`src/rtl/srp_pkg.sv`:
```
package srp_pkg;

  localparam logic [2:0] OFS_DATA = 3'd0;
  localparam logic [2:0] OFS_IER  = 3'd1;
  localparam logic [2:0] OFS_IIR  = 3'd2;
  localparam logic [2:0] OFS_LCR  = 3'd3;
  localparam logic [2:0] OFS_MCR  = 3'd4;
  localparam logic [2:0] OFS_LSR  = 3'd5;
  localparam logic [2:0] OFS_MSR  = 3'd6;
  localparam logic [2:0] OFS_SCR  = 3'd7;

  localparam int LCR_DIVSEL_BIT = 7;
  localparam int MCR_LOOP_BIT   = 4;

  localparam logic [7:0] LCR_RESET  = 8'h03;
  localparam logic [7:0] MCR_RESET  = 8'h08;
  localparam logic [7:0] MSR_FIXED  = 8'hB0;
  localparam logic [7:0] LSR_IDLE   = 8'h60;
  localparam logic [7:0] IIR_FORCED = 8'hC0;

  typedef struct packed {
    logic tx_wr;
    logic lb_wr;
    logic data_rd;
    logic ident_rd;
    logic enable_wr;
  } srp_access_t;

endpackage

```
`src/rtl/srp_cfg_regs.sv`:
```
module srp_cfg_regs
  import srp_pkg::*;
#(
  parameter int DIV_RESET = 12
) (
  input  logic        clk,
  input  logic        rst_n,
  input  logic        wr_en,
  input  logic [2:0]  addr,
  input  logic [7:0]  wdata,
  output logic [3:0]  ier_q,
  output logic [3:0]  ier_eff,
  output logic        ier_chg,
  output logic [7:0]  lcr_q,
  output logic [7:0]  mcr_q,
  output logic [7:0]  scr_q,
  output logic [15:0] div_q
);

  localparam logic [15:0] DIV_RST = 16'(DIV_RESET);

  logic        divsel;
  logic        hit_ier, hit_lcr, hit_mcr, hit_scr, hit_dlo, hit_dhi;
  logic [3:0]  ier_d;
  logic [7:0]  lcr_d, mcr_d, scr_d;
  logic [15:0] div_d;

  always_comb begin
    divsel  = lcr_q[LCR_DIVSEL_BIT];
    hit_ier = wr_en && (addr == OFS_IER) && !divsel;
    hit_dlo = wr_en && (addr == OFS_DATA) && divsel;
    hit_dhi = wr_en && (addr == OFS_IER) && divsel;
    hit_lcr = wr_en && (addr == OFS_LCR);
    hit_mcr = wr_en && (addr == OFS_MCR);
    hit_scr = wr_en && (addr == OFS_SCR);

    ier_d = hit_ier ? wdata[3:0] : ier_q;
    lcr_d = hit_lcr ? wdata : lcr_q;
    mcr_d = hit_mcr ? wdata : mcr_q;
    scr_d = hit_scr ? wdata : scr_q;
    div_d = div_q;
    if (hit_dlo) div_d[7:0]  = wdata;
    if (hit_dhi) div_d[15:8] = wdata;

    ier_eff = ier_d;
    ier_chg = hit_ier && (wdata[3:0] != ier_q);
  end

  always_ff @(posedge clk or negedge rst_n) begin
    if (!rst_n) begin
      ier_q <= 4'h0;
      lcr_q <= LCR_RESET;
      mcr_q <= MCR_RESET;
      scr_q <= 8'h00;
      div_q <= DIV_RST;
    end else begin
      ier_q <= ier_d;
      lcr_q <= lcr_d;
      mcr_q <= mcr_d;
      scr_q <= scr_d;
      div_q <= div_d;
    end
  end

endmodule

```
`src/rtl/srp_rx_queue.sv`:
```
module srp_rx_queue #(
  parameter int DEPTH = 64,
  parameter int W     = 8
) (
  input  logic         clk,
  input  logic         rst_n,
  input  logic         push_req,
  input  logic [W-1:0] push_data,
  input  logic         pop_req,
  output logic [W-1:0] head,
  output logic         empty,
  output logic         push_ok
);

  localparam int PTR_W = (DEPTH > 1) ? $clog2(DEPTH) : 1;
  localparam int CNT_W = $clog2(DEPTH + 1);
  localparam logic [PTR_W-1:0] PTR_LAST = PTR_W'(DEPTH - 1);
  localparam logic [CNT_W-1:0] CNT_FULL = CNT_W'(DEPTH);

  logic [W-1:0]     mem [DEPTH];
  logic [PTR_W-1:0] wr_ptr, rd_ptr, wr_ptr_d, rd_ptr_d;
  logic [CNT_W-1:0] cnt, cnt_d;
  logic             pop_ok;

  function automatic logic [PTR_W-1:0] bump(input logic [PTR_W-1:0] p);
    return (p == PTR_LAST) ? '0 : p + 1'b1;
  endfunction

  always_comb begin
    push_ok  = push_req && (cnt < CNT_FULL);
    pop_ok   = pop_req && (cnt != '0);
    wr_ptr_d = push_ok ? bump(wr_ptr) : wr_ptr;
    rd_ptr_d = pop_ok  ? bump(rd_ptr) : rd_ptr;
    unique case ({push_ok, pop_ok})
      2'b10:   cnt_d = cnt + 1'b1;
      2'b01:   cnt_d = cnt - 1'b1;
      default: cnt_d = cnt;
    endcase
    empty = (cnt == '0);
    head  = mem[rd_ptr];
  end

  always_ff @(posedge clk or negedge rst_n) begin
    if (!rst_n) begin
      wr_ptr <= '0;
      rd_ptr <= '0;
      cnt    <= '0;
    end else begin
      wr_ptr <= wr_ptr_d;
      rd_ptr <= rd_ptr_d;
      cnt    <= cnt_d;
    end
  end

  always_ff @(posedge clk) begin
    if (push_ok) mem[wr_ptr] <= push_data;
  end

endmodule

```
`src/rtl/srp_irq_track.sv`:
```
module srp_irq_track (
  input  logic       clk,
  input  logic       rst_n,
  input  logic       clr_rx,
  input  logic       clr_all,
  input  logic       raise_rx,
  input  logic       raise_thr,
  input  logic       en_rx,
  input  logic       en_thr,
  output logic       rx_pend,
  output logic       thr_pend,
  output logic [7:0] iir_val,
  output logic       irq_pulse
);

  logic rx_kept, thr_kept, rx_fire, thr_fire;
  logic rx_d, thr_d, irq_d;

  always_comb begin
    // bus-side clears are applied first, raises in the same cycle follow
    rx_kept  = rx_pend & ~clr_rx & ~clr_all;
    thr_kept = thr_pend & ~clr_all;
    rx_fire  = raise_rx & en_rx & ~rx_kept;
    thr_fire = raise_thr & en_thr;
    rx_d     = rx_kept | rx_fire;
    thr_d    = thr_kept | thr_fire;
    irq_d    = rx_fire | thr_fire;
    iir_val  = {5'b00000, rx_pend, thr_pend, ~(rx_pend | thr_pend)};
  end

  always_ff @(posedge clk or negedge rst_n) begin
    if (!rst_n) begin
      rx_pend   <= 1'b0;
      thr_pend  <= 1'b0;
      irq_pulse <= 1'b0;
    end else begin
      rx_pend   <= rx_d;
      thr_pend  <= thr_d;
      irq_pulse <= irq_d;
    end
  end

endmodule

```
`src/rtl/serial_port_regs.sv`:
```
module serial_port_regs
  import srp_pkg::*;
#(
  parameter int RXQ_DEPTH   = 64,
  parameter int DIV_RESET   = 12,
  parameter int SYNC_STAGES = 2
) (
  input  logic       clk,
  input  logic       rst_n,
  input  logic       bus_we,
  input  logic       bus_re,
  input  logic [2:0] bus_addr,
  input  logic [7:0] bus_wdata,
  output logic [7:0] bus_rdata,
  output logic       bus_rvalid,
  input  logic       host_push,
  input  logic [7:0] host_byte,
  output logic       tx_valid,
  output logic [7:0] tx_byte,
  output logic       irq_pulse
);

  // reset: asserted asynchronously, released through a synchronizer
  logic rst_sync_n;
  generate
    if (SYNC_STAGES <= 1) begin : g_sync1
      logic s_q;
      always_ff @(posedge clk or negedge rst_n) begin
        if (!rst_n) s_q <= 1'b0;
        else        s_q <= 1'b1;
      end
      assign rst_sync_n = s_q;
    end else begin : g_syncn
      logic [SYNC_STAGES-1:0] s_q;
      always_ff @(posedge clk or negedge rst_n) begin
        if (!rst_n) s_q <= '0;
        else        s_q <= {s_q[SYNC_STAGES-2:0], 1'b1};
      end
      assign rst_sync_n = s_q[SYNC_STAGES-1];
    end
  endgenerate

  logic [3:0]  ier_q, ier_eff;
  logic        ier_chg;
  logic [7:0]  lcr_q, mcr_q, scr_q;
  logic [15:0] div_q;
  logic        divsel, loop_mode, rd_fire;
  srp_access_t acc;

  logic [7:0] q_head, push_byte;
  logic       q_empty, q_push_ok, push_req;
  logic       rx_pend, thr_pend;
  logic [7:0] iir_val;
  logic       raise_rx, raise_thr;
  logic [7:0] msr_view, rd_mux;

  srp_cfg_regs #(.DIV_RESET(DIV_RESET)) u_cfg (
    .clk     (clk),
    .rst_n   (rst_sync_n),
    .wr_en   (bus_we),
    .addr    (bus_addr),
    .wdata   (bus_wdata),
    .ier_q   (ier_q),
    .ier_eff (ier_eff),
    .ier_chg (ier_chg),
    .lcr_q   (lcr_q),
    .mcr_q   (mcr_q),
    .scr_q   (scr_q),
    .div_q   (div_q)
  );

  always_comb begin
    divsel        = lcr_q[LCR_DIVSEL_BIT];
    loop_mode     = mcr_q[MCR_LOOP_BIT];
    rd_fire       = bus_re & ~bus_we;
    acc.tx_wr     = bus_we && (bus_addr == OFS_DATA) && !divsel && !loop_mode;
    acc.lb_wr     = bus_we && (bus_addr == OFS_DATA) && !divsel && loop_mode;
    acc.enable_wr = bus_we && (bus_addr == OFS_IER) && !divsel;
    acc.data_rd   = rd_fire && (bus_addr == OFS_DATA) && !divsel;
    acc.ident_rd  = rd_fire && (bus_addr == OFS_IIR);

    push_req  = acc.lb_wr | (host_push & ~loop_mode);
    push_byte = acc.lb_wr ? bus_wdata : host_byte;
    raise_rx  = q_push_ok | (acc.enable_wr & ~q_empty);
    raise_thr = acc.tx_wr | (acc.enable_wr & ier_chg);
  end

  srp_rx_queue #(.DEPTH(RXQ_DEPTH), .W(8)) u_rxq (
    .clk       (clk),
    .rst_n     (rst_sync_n),
    .push_req  (push_req),
    .push_data (push_byte),
    .pop_req   (acc.data_rd),
    .head      (q_head),
    .empty     (q_empty),
    .push_ok   (q_push_ok)
  );

  srp_irq_track u_irq (
    .clk       (clk),
    .rst_n     (rst_sync_n),
    .clr_rx    (acc.data_rd),
    .clr_all   (acc.ident_rd),
    .raise_rx  (raise_rx),
    .raise_thr (raise_thr),
    .en_rx     (ier_eff[0]),
    .en_thr    (ier_eff[1]),
    .rx_pend   (rx_pend),
    .thr_pend  (thr_pend),
    .iir_val   (iir_val),
    .irq_pulse (irq_pulse)
  );

  // read mux sees the state before this cycle's side effects
  always_comb begin
    msr_view = loop_mode ? {mcr_q[3], mcr_q[2], mcr_q[0], mcr_q[1], 4'h0} : MSR_FIXED;
    unique case (bus_addr)
      OFS_DATA: rd_mux = divsel ? div_q[7:0]  : (q_empty ? 8'h00 : q_head);
      OFS_IER:  rd_mux = divsel ? div_q[15:8] : {4'h0, ier_q};
      OFS_IIR:  rd_mux = iir_val | IIR_FORCED;
      OFS_LCR:  rd_mux = lcr_q;
      OFS_MCR:  rd_mux = mcr_q;
      OFS_LSR:  rd_mux = LSR_IDLE | {7'h00, ~q_empty};
      OFS_MSR:  rd_mux = msr_view;
      default:  rd_mux = scr_q;
    endcase
  end

  always_ff @(posedge clk or negedge rst_sync_n) begin
    if (!rst_sync_n) begin
      bus_rvalid <= 1'b0;
      bus_rdata  <= 8'h00;
      tx_valid   <= 1'b0;
      tx_byte    <= 8'h00;
    end else begin
      bus_rvalid <= rd_fire;
      if (rd_fire)   bus_rdata <= rd_mux;
      tx_valid   <= acc.tx_wr;
      if (acc.tx_wr) tx_byte   <= bus_wdata;
    end
  end

endmodule

```
`config.mk`:
```
export PLATFORM = sky130hd
export DESIGN_NAME = serial_port_regs
export DESIGN_NICKNAME = d
export VERILOG_FILES = /design/src/rtl/srp_pkg.sv /design/src/rtl/srp_cfg_regs.sv /design/src/rtl/srp_rx_queue.sv /design/src/rtl/srp_irq_track.sv /design/src/rtl/serial_port_regs.sv
export SDC_FILE = /design/constraint.sdc
export NUM_CORES = 1
export LEC_CHECK = 0
export BUFFER_PORTS_ARGS = -buffer_cell sky130_fd_sc_hd__buf_4
export CAP_MARGIN = 20
export CORE_MARGIN = 2
export CORE_UTILIZATION = 55
export DETAILED_ROUTE_END_ITERATION = 10
export PLACE_DENSITY_LB_ADDON = 0.15
export REMOVE_ABC_BUFFERS = 1
export SYNTH_ARGS = -nofsm -noshare
export SYNTH_HDL_FRONTEND = slang
export SYNTH_SLANG_ARGS = --single-unit
```
`constraint.sdc`:
```
create_clock -name clk -period 3 [get_ports clk]
set_input_delay 0.45 -clock clk [delete_from_list [all_inputs] [get_ports clk]]
set_output_delay 0.45 -clock clk [all_outputs]
set_load 0.05 [all_outputs]
```
# [Word-level counts from Yosys, hierarchy flattened]
# Memory sizes are Yosys's and may differ from the RTL's.
# Index checks and enable logic that the tools add are counted.
[word_totals] register_bits=86 out_inout_bits=19 latch_bits=0 input_bits=24 word_cells=95 ramBits=512 memories=1 romBits=0
[classes] addsub=4 div_mod_pow=0 bitwise_logic=24 n_mux=12 multipliers=0 n_reduce_logical=23 eq_ne=12 shifts=0 magnitude_cmp=1
[memory_table] name="u_rxq.mem" depth=64 word_bits=8 read_ports=1 rd_clocked_by_memory_dff=0 wr=1 line="srp_rx_queue.sv:20" rtl="logic [W-1:0] mem [DEPTH];"
[op_table] operator="8-bit case mux with 7 select lines" n=1
[op_table] operator="8-bit two-way mux" n=5
[op_table] operator="1-bit logical AND" n=17
[op_table] operator="7-bit case mux with 2 select lines" n=1
[op_table] operator="6-bit by 1-bit adder with 6-bit output, second input constant" n=2
[op_table] operator="3-bit == test, second input constant" n=4
[op_table] operator="6-bit == test, second input constant" n=2
[op_table] operator="6-bit two-way mux" n=2
[op_table] operator="1-bit bitwise AND" n=10
[op_table] operator="7-bit by 1-bit adder with 7-bit output, second input constant" n=1
[op_table] operator="7-bit logical NOT" n=1
[op_table] operator="7-bit < comparator, second input constant" n=1
[op_table] operator="1-bit inverter" n=7
[op_table] operator="1-bit OR" n=7
[op_table] operator="7-bit nonzero test" n=1
[op_table] operator="7-bit by 1-bit subtractor with 7-bit output, second input constant" n=1
[op_table] operator="3-bit by 2-bit == test with 1-bit output, second input constant" n=2
[op_table] operator="4-bit != test" n=1
[op_table] operator="3-bit by 1-bit == test with 1-bit output, second input constant" n=1
[op_table] operator="3-bit logical NOT" n=1
[op_table] operator="2-bit by 1-bit == test with 1-bit output, second input constant" n=1
[op_table] operator="2-bit == test, second input constant" n=1
[op_table] operator="1-bit logical NOT" n=2
[op_table] operator="1-bit two-way mux" n=2
[op_table] operator="2 further kinds" n=2

# [Longest topological paths before layout]
# Gate-level depths: netlist (run 1).
[depth] depth_word=10 depth_mapped=16 mapped_depth_nobuf=13

# [By module]
# From an unflattened synthesis (run 1), not the netlist that was laid out.
[unflattened] hier_cells=1333 area_unflattened_um2=24482.2
[modules_own_cells] mod="srp_rx_queue" n_inst=1 cells_each=1054 area_each_um2=21119.0
[modules_own_cells] mod="srp_cfg_regs" n_inst=1 cells_each=104 area_each_um2=1760.4
[modules_own_cells] mod="serial_port_regs" n_inst=1 cells_each=156 area_each_um2=1427.6
[modules_own_cells] mod="srp_irq_track" n_inst=1 cells_each=19 area_each_um2=175.2

# [Least setup slack after synthesis (run 1)]
# No wires, ideal clock.
[synth_path] path_type="input to register" from="input port bus_addr[0]" to="register u_rxq.cnt[4]" stages=16 path_slack_ns=-0.552 arrival_ns=3.473 cell_sequence="clkbuf_1 -> nor2_1 -> nand3_2 -> a21oi_1 -> buf_2 -> inv_1 -> ha_1 -> clkbuf_1 -> xor2_1 -> ha_1 -> and3b_1 -> o21ai_0 -> a21boi_0 -> nor2_1 -> a211oi_1 -> xor2_1"
[synth_between] elab_chain_cells=8
[synth_rtl] item="from (decl)" line="serial_port_regs.sv:12" rtl="input logic [2:0] bus_addr,"
[synth_rtl] item="3-bit logical NOT *" line="serial_port_regs.sv:77, serial_port_regs.sv:79"
[synth_rtl] item="1-bit logical AND (3 in a row)" line="serial_port_regs.sv:77" rtl="acc.lb_wr = bus_we && (bus_addr == OFS_DATA) && !divsel && loop_mode;"
[synth_rtl] item="1-bit OR" line="serial_port_regs.sv:82" rtl="push_req = acc.lb_wr | (host_push & ~loop_mode);"
[synth_rtl] item="1-bit logical AND" line="srp_rx_queue.sv:30" rtl="push_ok = push_req && (cnt < CNT_FULL);"
[synth_rtl] item="2-bit by 1-bit == test with 1-bit output / 2-bit == test (equally long branches)" line="srp_rx_queue.sv:34" rtl="unique case ({push_ok, pop_ok})"
[synth_rtl] item="7-bit case mux with 2 select lines / 2-bit nonzero test (equally long branches)"
[synth_rtl] item="to (signal assigned)" line="srp_rx_queue.sv:51" rtl="cnt <= cnt_d;"
[synth_rtl] item="to (decl)" line="srp_rx_queue.sv:22" rtl="logic [CNT_W-1:0] cnt, cnt_d;"
# Mark *: on every way between the ends. The rest lies on a longest branch, timed or not.
# A chain may end at the register's enable or synchronous reset.

# [Final worst setup path (run 1)]
[layout_path] from="register u_rxq.rd_ptr[0]" to="register bus_rdata[4]"
[layout_between] elab_chain_cells=4
[layout_rtl] item="from (decl)" line="srp_rx_queue.sv:21" rtl="logic [PTR_W-1:0] wr_ptr, rd_ptr, wr_ptr_d, rd_ptr_d;"
[layout_rtl] item="from (signal assigned)" line="srp_rx_queue.sv:50" rtl="rd_ptr <= rd_ptr_d;"
[layout_rtl] item="memory 64 x 8 bit"
[layout_rtl] item="8-bit two-way mux (2 in a row)" line="serial_port_regs.sv:118" rtl="OFS_DATA: rd_mux = divsel ? div_q[7:0] : (q_empty ? 8'h00 : q_head);"
[layout_rtl] item="8-bit case mux with 7 select lines" line="serial_port_regs.sv:117" rtl="unique case (bus_addr)"
[layout_rtl] item="to (signal assigned)" line="serial_port_regs.sv:137" rtl="if (rd_fire) bus_rdata <= rd_mux;"
[layout_rtl] item="to (decl)" line="serial_port_regs.sv:14" rtl="output logic [7:0] bus_rdata,"
# No other way between the ends.

==> results_dict.tcl, run 1 <==
set metrics [dict create \
    dr_wl_met3_mm 3.91 \
    cts_buffers 60 \
    rows 77 \
    min_period_ns 2.86 \
    ys_seq_area_share_pct 71.7 \
    synth_ff_type "edfxtp_1" \
    min_period_over_period_pct 95.3 \
    tightest_slew_ns 0.897 \
    gp_congestion 0.881 \
    syn_area_mm2 0.0245 \
    finalClockSkew_ns 0.0115 \
    drtIter0Drc 1418 \
    place_ws_ns -0.181 \
    worstSkewPairLatency_ns 0.61 \
    synth.avg_cell_area_um2 18.0 \
    holdPathEnd "tx_byte[5]$_DFFE_PN0P_" \
    critPathKind "flip-flop to flip-flop" \
    ir_worst_vdd_uv 614 \
    clkTransAtPathRegs_ns 0.06 \
    portBuffers 42 \
    max_freq_mhz 350 \
    rr_startpoint "u_rxq.rd_ptr[0]$_DFFE_PN0P_" \
    clockBufferDepth 3 \
    synth_top_cell_area_share_pct 62.8 \
    dp_hpwl_mm 36.4 \
    top_layer "met5" \
    drc 0 \
    die_w_um 215 \
    r2r_setup_slack_ns 0.14 \
    floorplan.initialDensity_pct 55.6 \
    min_from "bus_wdata[5]" \
    required_ns 3.48 \
    dieHeight_um 215 \
    track_usage_pct 25.2 \
    drive_above_1_share_pct 27.4 \
    htreeDepth 2 \
    synth.largest_area_cell "edfxtp_1" \
    startpoint_type "flip-flop" \
    netlist_top_cells_area "edfxtp_1 (63%), dfrtp_1 (8.3%), mux4_2 (6.3%), mux4_1 (3.1%), mux2i_1 (3.0%)" \
    ys_warn_count 0 \
    cts.sinks 598 \
    die_area_mm2 0.0462 \
    diodes 0 \
    finalSetupViolations 0 \
    hold_viol_final 0 \
    netlist_instances 1359 \
    whs_ns 0.102 \
    power.density_mw_per_mm2 788 \
    grt_antenna_before_repair 1 \
    grt_max_degree 65 \
    rr_worst_depth 8 \
    design.core.area_mm2 0.0440 \
    dr_wl_met2_mm 28.1 \
    rsz0062_at_grt "no" \
    synthDistinctLibCells 77 \
    p_leak_nw 9.86 \
    ys_seq_elements 598 \
    arrival_ns 3.34 \
    fin_nets 1573 \
    cts-root-buf "clkbuf_16" \
    io_pins 43 \
    grt_pass1_wl_mm 86.0 \
    cp-end-kind "flip-flop" \
    wirelength_mm 57.2 \
    status "finished clean" \
    first_global_vias 13600 \
    synth-edff-count 512 \
    areaGrowthSynthToFinish_pct 15.6 \
    drv_slew 0 \
    worst_slack_ns 0.140 \
    hp-class "input pin to flip-flop" \
    worstReg2RegEnd "bus_rdata[4]$_DFFE_PN0N_" \
    wl_met1_mm 23.6 \
    viasPerCell 6.07 \
    ant_nets 0 \
    vias 13300 \
    cts_tree "yes" \
    drt_first_pass_iters 5 \
    hold_depth 3 \
    routedWlPerCell_um 26.2 \
    max_slew_margin_pct 40.1 \
    cap_violations 0 \
    critPathMaxFanout 20 \
    grt_overflow 0 \
    ys_async_sr_fraction_pct 14.4 \
]
-- Yosys cell counts, types with 4 or more instances --
cell,count
edfxtp_1,512
nor2_1,89
dfrtp_1,81
mux2i_1,74
mux4_2,68
nand2_1,66
mux2_2,65
a21oi_1,38
clkbuf_1,33
mux4_1,29
o22ai_1,21
o21ai_0,19
nand3_1,18
o221ai_1,17
inv_1,12
xnor2_1,12
a221oi_1,11
buf_4,11
buf_2,10
buf_6,9
xor2_1,9
nand2b_1,8
nor3_1,8
a211oi_1,7
a22oi_1,7
and2_1,7
nor2b_1,7
nand3b_1,6
nand4_1,6
a31oi_1,5
buf_1,5
dfstp_2,5
ha_1,5
a32oi_1,4
buf_12,4
buf_8,4
nor3b_1,4
o31ai_1,4
or3_1,4
-- critical path: stages (launching register included) --
cell and delay [ns]:
dfrtp_4 0.60, buf_4 0.19, buf_12 0.19, mux4_2 0.51
mux2_2 0.29, a221oi_1 0.47, nor3_1 0.20, nand3_1 0.17
a31oi_1 0.10
-- layout by cell type (no fill, tap or decap), types with 10 or more instances in the layout --
cell,Yosys,routed
a21oi_1,38,38
a221oi_1,11,11
buf_12,4,10
buf_4,11,190
clkbuf_1,33,14
clkbuf_16,0,61
clkinv_1,3,16
clkinv_2,0,10
dfrtp_1,81,78
edfxtp_1,512,512
inv_1,12,12
mux2_2,65,65
mux2i_1,74,74
mux4_1,29,29
mux4_2,68,68
nand2_1,66,66
nand3_1,18,18
nor2_1,89,89
o21ai_0,19,19
o221ai_1,17,17
o22ai_1,21,21
xnor2_1,12,12
-- logic make-up (layout without fill, tap and decap cells) --
| group | Yosys count | count (layout) | synth area share [%] |
|---|---|---|---|
| adder cells (fa/ha/maj) | 5 | 5 | 0.256 |
| AO/OA/AOI/OAI | 164 | 164 | 4.84 |
| buffers and inverters | 93 | 326 | 2.40 |
| multiplexers | 236 | 236 | 15.4 |
| AND/OR/NAND/NOR | 241 | 241 | 4.67 |
| other | 1 | 1 | 0.0153 |
| flip-flops | 598 | 598 | 71.7 |
| XOR/XNOR | 21 | 21 | 0.752 |
-- timing repair --
item,CTS,global route
hold endpoints to repair,2,0
hold buffers,1,0
endpoints found under the setup margin,0,4
setup buffers,0,4
gates resized for setup,0,3
-- where the power goes --
part / internal, W / switching [W] / total [W]
sequential: 0.00951 / 0.000367 / 0.00987
clock: 0.00438 / 0.00302 / 0.00740
combinational: 0.00236 / 0.00265 / 0.00502
-- flip-flops by register name, summed over array words and instances (netlist names) --
signal / flops
u_irq.thr_pend: 1
u_irq.rx_pend: 1
u_rxq.cnt: 7
bus_rdata: 8
u_irq.irq_pulse: 1
u_cfg.lcr_q: 8
u_cfg.ier_q: 4
tx_byte: 8
u_cfg.div_q: 16
u_cfg.scr_q: 8
u_rxq.rd_ptr: 6
bus_rvalid: 1
u_cfg.mcr_q: 8
tx_valid: 1
u_rxq.mem: 512
u_rxq.wr_ptr: 6
g_syncn.s_q: 2
-- through the flow --
step | cells | TNS (ns) | instance area [µm²] | utilization, % | power [W]
global route | 2184 | 0 | 28300 | 64.2 | 0.0231
detailed placement | 2069 | -0.352 | 26300 | 59.7 | 0.0150
global placement | 2069 | -0.00266 | 26300 | 59.7 | 0.0150
finish | 2184 | 0 | 28300 | 64.2 | 0.0223
floorplan | 1281 | -52.43 | 23900 | - | 0.0127
CTS | 2180 | 0 | 28200 | 64.1 | 0.0224
-- metal layers --
metal	global-route usage, %	vias up
met3	4.10	100
met5	0	-
li1	-	5824
met2	41.9	526
met4	6.94	2
met1	35.0	6807
-- area by class of cell --
cell class                 instances  area [µm²]
clock inverter                    32         327
inverter                          15        56.3
timing repair buffer             201        1640
sequential                       598       17500
multi-input combinational        668        6350
fill                            3115       15800
clock buffer                      78        1620
tap                              592         741
-- worst max-delay path by stage --
stage	endpoint	slack [ns]	start	cells past startpoint
after global routing	u_rxq.cnt[6]$_DFFE_PN0P_	0.02	u_cfg.lcr_q[7]$_DFFE_PN0P_	13
after detailed placement	u_rxq.cnt[6]$_DFFE_PN0P_	-0.18	bus_addr[2]	14
after floorplan	bus_rdata[2]$_DFFE_PN0N_	-4.12	u_rxq.rd_ptr[0]$_DFFE_PN0P_	6
after CTS	u_rxq.cnt[6]$_DFFE_PN0P_	0.02	u_cfg.lcr_q[7]$_DFFE_PN0P_	13
final	bus_rdata[4]$_DFFE_PN0N_	0.14	u_rxq.rd_ptr[0]$_DFFE_PN0P_	8
after global placement	u_rxq.cnt[4]$_DFFE_PN0P_	-0.003	bus_addr[2]	14
No activity file was read; power rests on OpenSTA's default activity.
==> run 2, diff against run 1 <==
Settings changed: RECOVER_POWER from default to 100.
==> results_dict.tcl, run 2 (same netlist as run 1, synthesis figures left out) <==
set metrics [dict create \
    status "complete, but fails checks" \
    violations "capacitance limit, slew limit" \
    critPathMaxFanout 20 \
    p_total_w 0.0222 \
    wl_met1_mm 24.0 \
    die_w_um 215 \
    dp.cells 2069 \
    grt_antenna_before_repair 1 \
    worstSkewPairLatency_ns 0.62 \
    portBuffers 42 \
    die_area_mm2 0.0462 \
    multiInputGateArea_mm2 0.00634 \
    dr_wl_met3_mm 3.57 \
    cts_tree "yes" \
    top_layer "met5" \
    cp-end-kind "flip-flop" \
    min_period_over_period_pct 99.1 \
    vias 13300 \
    areaGrowthSynthToFinish_pct 13.9 \
    gp_congestion 0.881 \
    wirelength_mm 57.4 \
    hold_viol_final 0 \
    finalClockSkew_ns 0.0124 \
    floorplan.initialDensity_pct 55.6 \
    dieHeight_um 215 \
    grt_overflow 0 \
    p_leak_nw 9.54 \
    dr_wl_met2_mm 28.1 \
    htreeDepth 2 \
    fin_cells 2184 \
    diodes 0 \
    track_usage_pct 25.2 \
    hp-class "input pin to flip-flop" \
    design.core.area_mm2 0.0440 \
    startpoint_type "flip-flop" \
    cts.sinks 598 \
    finalSetupViolations 0 \
    rows 77 \
    routedWlPerCell_um 26.3 \
    viasPerCell 6.09 \
    final_common_cell "edfxtp_1" \
    reg_top3 "u_rxq.mem x512, u_cfg.div_q x16" \
    drtIter0Drc 1484 \
    ant_nets 0 \
    min_period_ns 2.97 \
    ir_worst_vdd_uv 614 \
    drive_above_1_share_pct 22.9 \
    clockBufferDepth 3 \
    drv_slew 41 \
    arrival_ns 3.43 \
    clkTransAtPathRegs_ns 0.06 \
    n_fill_cell 3244 \
    cts-root-buf "clkbuf_16" \
    required_ns 3.46 \
    dp_hpwl_mm 36.4 \
    fin_nets 1573 \
    critPathKind "flip-flop to flip-flop" \
    largest_reg_flops 512 \
    max_slew_margin_pct -13.8 \
    rsz0062_at_grt "no" \
    cap_violations 1 \
    cts_buffers 60 \
    max_freq_mhz 336 \
    mostFrequentLayoutCells "edfxtp_1 (512), nor2_1 (89), clkbuf_1 (83)" \
    drc 0 \
    first_global_vias 13600 \
    power.density_mw_per_mm2 797 \
    tightest_slew_ns 1.71 \
    io_pins 43 \
    drt_first_pass_iters 5 \
    grt_max_degree 65 \
    grt_pass1_wl_mm 86.0 \
    largest-register "u_rxq.mem" \
    regArea_mm2 0.0175 \
]
-- run 2: power by group --
part           internal, W  switching [W]
Sequential         0.00951       0.000367
Clock              0.00438        0.00303
Combinational      0.00226        0.00265
Total               0.0162        0.00605
-- run 2: final cells by class --
| class | count | share of cell area, % |
|---|---|---|
| Multi-Input combinational cell | 668 | 22.8 |
| Timing Repair Buffer | 201 | 4.45 |
| Clock buffer | 78 | 5.81 |
| Clock inverter | 32 | 1.17 |
| Sequential cell | 598 | 62.9 |
| Inverter | 15 | 0.202 |
| Tap cell | 592 | 2.66 |
-- run 2: worst paths after layout --
check,endpoint,cells past startpoint,start,slack [ns]
setup / recovery,bus_rdata[4]$_DFFE_PN0N_,8,u_rxq.rd_ptr[0]$_DFFE_PN0P_,0.03
max in group asynchronous,tx_byte[4]$_DFFE_PN0P_,1,g_syncn.s_q[1]$_DFF_PN0_,0.42
setup reg to reg,bus_rdata[4]$_DFFE_PN0N_,8,u_rxq.rd_ptr[0]$_DFFE_PN0P_,0.03
hold / removal,tx_byte[5]$_DFFE_PN0P_,3,bus_wdata[5],0.10
min in group asynchronous,g_syncn.s_q[1]$_DFF_PN0_,2,rst_n,0.15
hold reg to reg,g_syncn.s_q[1]$_DFF_PN0_,0,g_syncn.s_q[0]$_DFF_PN0_,0.36
-- run 2: repair_timing --
item / in CTS / in global routing
hold endpoints to repair: 2 / 0
hold buffers: 1 / 0
setup buffers: 0 / 4
setup endpoints to repair: 0 / 4
resized for setup: 0 / 3
-- run 2: metal layers --
metal,up-vias,GRT usage (%)
li1,5839,-
met4,2,6.94
met2,476,41.9
met5,-,0
met1,6876,35.0
met3,99,4.10
-- run 2: through the flow --
step | setup TNS [ns] | area (µm²) | util, % | setup WS, ns | hold WS [ns]
4_1_cts | 0 | 28200 | 64.1 | 0.0169 | 0.0809
2_1_floorplan | -52.43 | 23900 | - | -4.12 | 0.154
5_1_grt | 0 | 27900 | 63.3 | 0.0244 | 0.110
3_3_place_gp | -0.00266 | 26300 | 59.7 | -0.00266 | 0.235
3_5_place_dp | -0.352 | 26300 | 59.7 | -0.181 | 0.236
6_report | 0 | 27900 | 63.3 | 0.0282 | 0.101
-- run 2: critical path, stage by stage, from the launching register on --
cell      delay, ns
dfrtp_4        0.60
buf_4          0.18
buf_8          0.22
mux4_2         0.53
mux2_2         0.29
a221oi_1       0.50
nor3_1         0.20
nand3_1        0.17
a31oi_1        0.10
==> run 3, diff against run 2 <==
Clock period 3 ns to 2.8 ns, I/O delays scaled along.
==> results_dict.tcl, run 3 (same netlist as run 1, synthesis figures left out) <==
set metrics [dict create \
    cts.sinks 598 \
    dp_hpwl_mm 37.1 \
    rows 77 \
    diodes 0 \
    floorplan.initialDensity_pct 55.6 \
    switching_share_pct 27.7 \
    first_global_vias 13600 \
    grt_overflow 0 \
    grt_max_degree 65 \
    switchingPower_w 0.00653 \
    hold_viol_final 0 \
    clkTransAtPathRegs_ns 0.06 \
    die_w_um 215 \
    io_pins 43 \
    largest-register "u_rxq.mem" \
    critPathKind "flip-flop to flip-flop" \
    finalSetupTns_ns 0 \
    critPathMaxFanout 12 \
    cap_violations 0 \
    ir_worst_vdd_uv 614 \
    drv_slew 0 \
    arrival_ns 3.24 \
    reg_top3 "u_rxq.mem x512, u_cfg.div_q x16" \
    p_leak_nw 9.84 \
    drive_above_1_share_pct 27.9 \
    die_area_mm2 0.0462 \
    power_frac_seq_pct 44.8 \
    cts_tree "yes" \
    max_freq_mhz 363 \
    areaGrowthSynthToFinish_pct 15.9 \
    cp-end-kind "flip-flop" \
    grt_pass1_wl_mm 86.5 \
    wirelength_mm 57.7 \
    viasPerCell 6.09 \
    power_frac_comb_pct 23.5 \
    finalClockSkew_ns 0.0267 \
    finalSetupViolations 0 \
    tightest_slew_ns 1.06 \
    startpoint_type "flip-flop" \
    place_ws_ns -0.328 \
    largest_reg_flops 512 \
    drtIter0Drc 1406 \
    cts_buffers 58 \
    power.density_mw_per_mm2 832 \
    mostFrequentLayoutCells "edfxtp_1 (512), buf_4 (188), nor2_1 (89)" \
    clockBufferDepth 3 \
    dieHeight_um 215 \
    p_total_w 0.0236 \
    drc 0 \
    dp.cells 2090 \
    drt_first_pass_iters 5 \
    rr_worst_depth 10 \
    cts-root-buf "clkbuf_16" \
    htreeDepth 2 \
    min_period_over_period_pct 98.3 \
    hp-class "input pin to flip-flop" \
    power_frac_clock_pct 31.7 \
    status "finished clean" \
    min_period_ns 2.75 \
    max_slew_margin_pct 29.1 \
    portBuffers 42 \
    fin_cells 2205 \
    routedWlPerCell_um 26.1 \
    design.core.area_mm2 0.0440 \
    worst_slack_ns 0.0488 \
    fin_nets 1596 \
    vias 13400 \
    required_ns 3.29 \
    ant_nets 0 \
    p_int_w 0.0171 \
    worstSkewPairLatency_ns 0.61 \
    final_common_cell "edfxtp_1" \
    grt_antenna_before_repair 0 \
    track_usage_pct 25.4 \
    hold_depth 3 \
    gp_congestion 0.909 \
]
-- run 3: cell types whose count changed in the layout (fill, tap and decap cells not counted), moves of 4 or more --
cell,delta
buf_4,+106
buf_2,-6
dfrtp_1,-4
buf_12,+6
clkbuf_2,-32
clkinv_1,+4
clkbuf_1,-48
-- run 3: cell type report --
cell class | count | area (µm²)
sequential | 598 | 17500
fill | 3166 | 15700
multi-input combinational | 668 | 6430
timing repair buffer | 226 | 1760
clock buffer | 70 | 1500
tap | 592 | 741
clock inverter | 36 | 309
inverter | 15 | 56.3
-- run 3: through the flow --
step | hold WS (ns) | instance area, µm² | util (%)
final | 0.0674 | 28300 | 64.4
after global routing | 0.0757 | 28300 | 64.4
after CTS | 0.0410 | 28300 | 64.3
after detailed placement | 0.203 | 26500 | 60.1
after global placement | 0.203 | 26500 | 60.1
after floorplan | 0.124 | 23900 | -
-- run 3: worst max-delay path, stage by stage (launching register included) --
cell and delay (ns):
dfrtp_4 0.58, buf_12 0.20, buf_4 0.19, buf_4 0.17, mux4_1 0.54, nand2_1 0.08
nand2_1 0.10, a221oi_2 0.38, buf_4 0.19, or4_1 0.12, a21oi_1 0.06
-- run 3: power by group through the flow --
stage / combinational, W / clock, W / sequential [W]
after floorplan: 0.00232 / 0 / 0.0112
after global placement: 0.00543 / 0 / 0.0107
final: 0.00554 / 0.00747 / 0.0106
after global routing: 0.00590 / 0.00794 / 0.0106
after CTS: 0.00556 / 0.00759 / 0.0106
after detailed placement: 0.00548 / 0 / 0.0107
-- run 3: metal layers --
layer	track usage, %	wire (µm)
met2	40.8	28000
met4	9.28	1860
met1	35.5	24100
met3	4.32	3760
met5	0	0
-- run 3: what timing repair did --
item | 4_1_cts | 5_1_grt
pin swaps | 0 | 9
gates resized for setup | 5 | 24
hold endpoints to repair | 2 | 0
buffers inserted | 4 | 4
setup endpoints to repair | 4 | 8
hold buffers | 1 | 0
-- run 3: worst paths after layout --
path,start,to,slack (ns)
hold reg to reg,g_syncn.s_q[1]$_DFF_PN0_,u_rxq.cnt[3]$_DFFE_PN0P_,0.34
setup reg to reg,u_rxq.rd_ptr[0]$_DFFE_PN0P_,bus_rdata[2]$_DFFE_PN0N_,0.05
min in group asynchronous,rst_n,g_syncn.s_q[1]$_DFF_PN0_,0.14
hold / removal,bus_wdata[5],tx_byte[5]$_DFFE_PN0P_,0.07
max in group asynchronous,g_syncn.s_q[1]$_DFF_PN0_,u_cfg.lcr_q[7]$_DFFE_PN0P_,1.01
setup / recovery,u_rxq.rd_ptr[0]$_DFFE_PN0P_,bus_rdata[2]$_DFFE_PN0N_,0.05
